===== config.mk =====
export PLATFORM = sky130hd
export DESIGN_NAME = pc_trace_enc
export DESIGN_NICKNAME = d
export VERILOG_FILES = /design/src/rtl/pct_pkg.sv /design/src/rtl/pct_blk_track.sv /design/src/rtl/pct_packer.sv /design/src/rtl/pc_trace_enc.sv
export SDC_FILE = /design/constraint.sdc
export NUM_CORES = 1
export LEC_CHECK = 0
export BUFFER_PORTS_ARGS = -buffer_cell sky130_fd_sc_hd__buf_4
export CAP_MARGIN = 25
export CORE_MARGIN = 3
export CORE_UTILIZATION = 39
export DETAILED_ROUTE_END_ITERATION = 10
export GPL_ROUTABILITY_DRIVEN = 0
export SKIP_CTS_REPAIR_TIMING = 1
export SLEW_MARGIN = 5
export SYNTH_ARGS = -nofsm -noshare
export SYNTH_HDL_FRONTEND = slang
export SYNTH_SLANG_ARGS = --single-unit

===== constraint.sdc =====
create_clock -name clk -period 5.3 [get_ports clk]
set_clock_uncertainty 0.1 [all_clocks]
set_input_delay 0.53 -clock clk [delete_from_list [all_inputs] [get_ports clk]]
set_output_delay 0.53 -clock clk [all_outputs]
set_load 0.02 [all_outputs]

===== src/rtl/pct_pkg.sv =====
package pct_pkg;
  typedef enum logic [1:0] {
    TAG_THREE = 2'b00,
    TAG_ONE   = 2'b01,
    TAG_TWO   = 2'b10,
    TAG_FULL  = 2'b11
  } pct_tag_e;

  function automatic pct_tag_e tag_for_count(input logic [1:0] n);
    case (n)
      2'd1:    return TAG_ONE;
      2'd2:    return TAG_TWO;
      default: return TAG_THREE;
    endcase
  endfunction
endpackage


===== src/rtl/pct_blk_track.sv =====
module pct_blk_track #(
  parameter int BLK_W = 12
) (
  input  logic             clk,
  input  logic             rst_n,
  input  logic             arm_i,
  input  logic             load_i,
  input  logic [BLK_W-1:0] blk_i,
  output logic             miss_o
);
  logic             have_q, have_n;
  logic [BLK_W-1:0] ref_q, ref_n;

  always_comb begin
    miss_o = !have_q || (blk_i != ref_q);
    have_n = have_q;
    ref_n  = ref_q;
    if (load_i) begin
      have_n = 1'b1;
      ref_n  = blk_i;
    end
    if (!arm_i) have_n = 1'b0;
  end

  always_ff @(posedge clk or negedge rst_n) begin
    if (!rst_n) have_q <= 1'b0;
    else        have_q <= have_n;
  end

  always_ff @(posedge clk or negedge rst_n) begin
    if (!rst_n)      ref_q <= '0;
    else if (load_i) ref_q <= ref_n;
  end
endmodule


===== src/rtl/pct_packer.sv =====
module pct_packer #(
  parameter int LO_W  = 6,
  parameter int SLOTS = 3,
  parameter int CW    = $clog2(SLOTS + 1)
) (
  input  logic                  clk,
  input  logic                  rst_n,
  input  logic                  ins_i,
  input  logic [LO_W-1:0]       lo_i,
  input  logic                  drain_i,
  input  logic                  flush_i,
  output logic                  emit_o,
  output logic [CW-1:0]         emit_cnt_o,
  output logic [SLOTS*LO_W-1:0] emit_pack_o
);
  localparam int PW = SLOTS * LO_W;

  logic [CW-1:0] cnt_q, cnt_n, cnt_ins;
  logic [PW-1:0] pack_q, pack_n, pack_ins, pack_sel;

  for (genvar s = 0; s < SLOTS; s++) begin : g_slot
    assign pack_ins[s*LO_W +: LO_W] = (ins_i && cnt_q == CW'(s)) ? lo_i : pack_q[s*LO_W +: LO_W];
    assign emit_pack_o[s*LO_W +: LO_W] = (emit_cnt_o > CW'(s)) ? pack_sel[s*LO_W +: LO_W] : '0;
  end

  always_comb begin
    cnt_ins = cnt_q + CW'(ins_i);
    if (drain_i) begin
      emit_o     = (cnt_q != '0);
      emit_cnt_o = cnt_q;
      pack_sel   = pack_q;
      cnt_n      = '0;
      pack_n     = pack_q;
    end else begin
      emit_o     = (cnt_ins != '0) && ((cnt_ins == CW'(SLOTS)) || flush_i);
      emit_cnt_o = cnt_ins;
      pack_sel   = pack_ins;
      cnt_n      = emit_o ? '0 : cnt_ins;
      pack_n     = pack_ins;
    end
  end

  always_ff @(posedge clk or negedge rst_n) begin
    if (!rst_n) cnt_q <= '0;
    else        cnt_q <= cnt_n;
  end

  always_ff @(posedge clk or negedge rst_n) begin
    if (!rst_n)     pack_q <= '0;
    else if (ins_i) pack_q <= pack_n;
  end
endmodule


===== src/rtl/pc_trace_enc.sv =====
module pc_trace_enc #(
  parameter int PC_W  = 18,
  parameter int LO_W  = 6,
  parameter int SLOTS = 3
) (
  input  logic            clk,
  input  logic            rst_n,
  input  logic            arm_i,
  input  logic            op_vld_i,
  input  logic [PC_W-1:0] op_pc_i,
  input  logic            flush_i,
  output logic [1:0]      row_we_o,
  output logic [PC_W+1:0] row0_o,
  output logic [PC_W+1:0] row1_o
);
  import pct_pkg::*;
  localparam int BLK_W = PC_W - LO_W;
  localparam int CW    = $clog2(SLOTS + 1);
  localparam int ROW_W = PC_W + 2;

  logic            armed_q;
  logic            rec, stop, flush_req, miss, need_full, pack_ins;
  logic            emit;
  logic [CW-1:0]   emit_cnt;
  logic [PC_W-1:0] emit_pack;
  logic [1:0]      we_n;
  logic [ROW_W-1:0] r0_n, r1_n, full_row, part_row;

  assign rec       = arm_i && op_vld_i;
  assign stop      = armed_q && !arm_i;
  assign flush_req = flush_i || stop;
  assign need_full = rec && miss;
  assign pack_ins  = rec && !miss;

  pct_blk_track #(.BLK_W(BLK_W)) u_track (
    .clk    (clk),
    .rst_n  (rst_n),
    .arm_i  (arm_i),
    .load_i (need_full),
    .blk_i  (op_pc_i[PC_W-1:LO_W]),
    .miss_o (miss)
  );

  pct_packer #(.LO_W(LO_W), .SLOTS(SLOTS), .CW(CW)) u_pack (
    .clk         (clk),
    .rst_n       (rst_n),
    .ins_i       (pack_ins),
    .lo_i        (op_pc_i[LO_W-1:0]),
    .drain_i     (need_full),
    .flush_i     (flush_req),
    .emit_o      (emit),
    .emit_cnt_o  (emit_cnt),
    .emit_pack_o (emit_pack)
  );

  always_comb begin
    full_row = {TAG_FULL, op_pc_i};
    part_row = {tag_for_count(2'(emit_cnt)), emit_pack};
    we_n     = 2'b00;
    r0_n     = part_row;
    r1_n     = full_row;
    if (emit && need_full) begin
      we_n = 2'b11;
    end else if (emit) begin
      we_n = 2'b01;
    end else if (need_full) begin
      we_n = 2'b01;
      r0_n = full_row;
    end
  end

  always_ff @(posedge clk or negedge rst_n) begin
    if (!rst_n) begin
      armed_q  <= 1'b0;
      row_we_o <= 2'b00;
    end else begin
      armed_q  <= arm_i;
      row_we_o <= we_n;
    end
  end

  always_ff @(posedge clk or negedge rst_n) begin
    if (!rst_n)      row0_o <= '0;
    else if (we_n[0]) row0_o <= r0_n;
  end

  always_ff @(posedge clk or negedge rst_n) begin
    if (!rst_n)      row1_o <= '0;
    else if (we_n[1]) row1_o <= r1_n;
  end
endmodule


==> flow_summary.ini <==
[setup_path]
path_cells = xor2_1 -> nor4_4 -> nand4_1 -> or2_2 -> inv_1 -> ha_1 -> xor2_1 -> nor2_1 -> o21ai_2 -> buf_4 -> nor2_1 -> a31oi_1
r2r_slack_ps = 2180
cp_top_family = simple AND/OR/NAND/NOR gates
cp_max_fo = 39
max_stage_delay_ps = 430
cp-end-kind = flip-flop
critical-path-slowest-cell = nor4_4
required_ps = 5460
criticalPathCategory = flip-flop to flip-flop
worstPathArrival_ps = 3280
reg2regPathDepth = 12
r2r_start = u_track.ref_q[5]
cp-start-kind = flip-flop
worst-path-buf-inv = 2
worst_r2r_endpoint = row0_o[6]

[die]
die_w_um = 98.2
initial_core_util_pct = 40.4
io_pins = 65
coreArea_um2 = 8220
die_h_um = 98.2
rows = 33
die_area_um2 = 9640

[finish]
final_cells = 448
antenna_cells = 0
nFillCells = 758
nets = 363
syn_to_final_growth_pct = 23.8
drive_above_1_share_pct = 38.8

[flow_run]
drv_cap = 0

[clock_tree]
root_buffer = clkbuf_8
cts_tree = built
path_clk_slew_ps = 70
cts_buffer_depth = 2
clk_latency_ps = 350
cts_sinks = 75
htree_levels = 3
cts_made_buffers = 9

[global_routing]
grt_usage_pct = 15.8
grt_pass1_vias = 2344
grt_max_degree = 76
gr-total-overflow = 0
grt_pass1_wl_mm = 11.9
antenna_found_initial = 0

[synthesis]
async_flop_share_pct = 100
synth_cell_types = 31
ys_warn_count = 0
synth_nets = 299
yosysMostFrequentCell = dfrtp_1
syn_inst = 275
synth.area.top_cells = dfrtp_1 57%, mux2_2 15%, nand2_1 4.0%
yosysSeqAreaShare_pct = 56.6
synth_ff_type = dfrtp_1
synth_edf_count = 0
yosysTopAreaCellShare_pct = 56.6
ys_ff_latch = 75
yosysTopAreaCell = dfrtp_1
synthTopCellsByCount = 75 x dfrtp_1, 43 x mux2_2, 35 x nand2_1
avgSynthCellArea_um2 = 12.1
synth_area_um2 = 3320

[sta]
slew_viol_final = 0
finalHoldViolCount = 0
fin_tns_setup_ps = 0
clock.fmax_ghz = 0.321
rsz0062_at_grt = no
report.final.setup_viol = 0
max-slew-margin-rel_pct = 37.4
fin_crit_ps = 3120
worst_slew_pin_slew_ps = 939
worst_slack_ps = 2180
post-route-period-util_pct = 58.8

[routing]
wl_mm = 7.27
drc = 0
drtIter0Drc = 140
routed_via_density = 4.98
dr.pass1.iters = 4
routedWlPerCell_um = 16.2
drtAntennaViolNets = 0
vias = 2232

[placement]
dpl.cell_count = 433
dp_hpwl_mm = 5.21
io_buffers = 64
pre_cts_ws_ps = 1930

[run_status]
status = finished clean

[pwr]
p_leak_nw = 1.97
ir_drop_mv = 0.144
p_per_area_nw_per_um2 = 316

[worst_hold_path]
hp-class = primary input to asynchronous set/reset pin
## flip-flops by register name, summed over array words and instances (netlist names)
| register | flops |
|---|---|
| u_pack.pack_q | 18 |
| row0_o | 20 |
| u_track.ref_q | 12 |
| u_pack.cnt_q | 2 |
| row_we_o | 2 |
| armed_q | 1 |
| u_track.have_q | 1 |
| row1_o | 19 |
## worst reg2reg max path, delay by kind of cell, from the launching register on
family          cells  cell delay (ps)
flops               1              400
buf+inv             2              400
xor+xnor            2              530
compound gates      2              300
simple gates        5             1120
fa+ha+maj           1              190
## cell families after synthesis
family,share of synthesized area [%]
compound gates,7.81
xor+xnor,3.43
fa+ha+maj,0.377
buf+inv,2.53
flops,56.6
mux,16.4
simple gates,12.8
## per-layer routing
metal	GRT usage (%)	share of wire, %
met1	21.8	48
met2	23.9	46
met3	3.29	4.0
met4	7.04	1.9
met5	0	0
## cell usage in the layout (no fill, tap or decap), types with 2 or more instances in the layout
master / synthesis / routed
buf_4: 1 / 65
clkbuf_8: 1 / 9
a21o_1: 2 / 2
mux2i_1: 6 / 6
nor4_1: 2 / 2
nand4_1: 4 / 4
or2_2: 2 / 2
bufinv_16: 0 / 2
nor2_1: 25 / 24
mux2_2: 43 / 43
and3_1: 2 / 2
xor2_1: 13 / 13
inv_1: 4 / 4
nand2_1: 35 / 35
nand2b_1: 9 / 9
dfrtp_1: 75 / 75
a21bo_1: 6 / 6
nor4_4: 2 / 2
a31oi_1: 13 / 13
a21oi_1: 8 / 8
clkinv_2: 0 / 2
## area by class of cell
class	count	area, um^2	area share, %
tap	105	131	3.20
inverter	4	15.0	0.366
timing repair buffer	66	515	12.6
multi-input combinational	183	1360	33.2
clock buffer	10	128	3.11
clock inverter	5	78.8	1.92
sequential	75	1880	45.7
## power breakdown
group / internal (mW) / switching, mW / leakage (nW)
Combinational: 0.0819 / 0.116 / 0.901
Clock: 0.262 / 0.203 / 0.106
Sequential: 0.611 / 0.0252 / 0.966
Total: 0.955 / 0.344 / 1.97
## through the flow
stage | cell area, um^2 | util (%) | hold WS, ps | power, mW
after global routing | 4110 | 50.0 | 189 | 1.36
after detailed placement | 3900 | 47.5 | 382 | 0.849
after floorplan | 3320 | - | 134 | 0.754
final | 4110 | 50.0 | 202 | 1.30
after CTS | 4110 | 50.0 | 185 | 1.32
after global placement | 3870 | 47.1 | 375 | 0.845
## worst max-delay path by stage
stage | startpoint | end | depth (start not counted)
detailed placement | op_pc_i[6] | row0_o[6] | 13
finish | u_track.ref_q[5] | row0_o[6] | 12
global route | u_track.ref_q[5] | row0_o[6] | 12
CTS | u_track.ref_q[5] | row0_o[6] | 12
floorplan | op_pc_i[6] | row0_o[10] | 12
global placement | op_pc_i[7] | row0_o[13] | 13
Power figures use the tool's default switching activity.
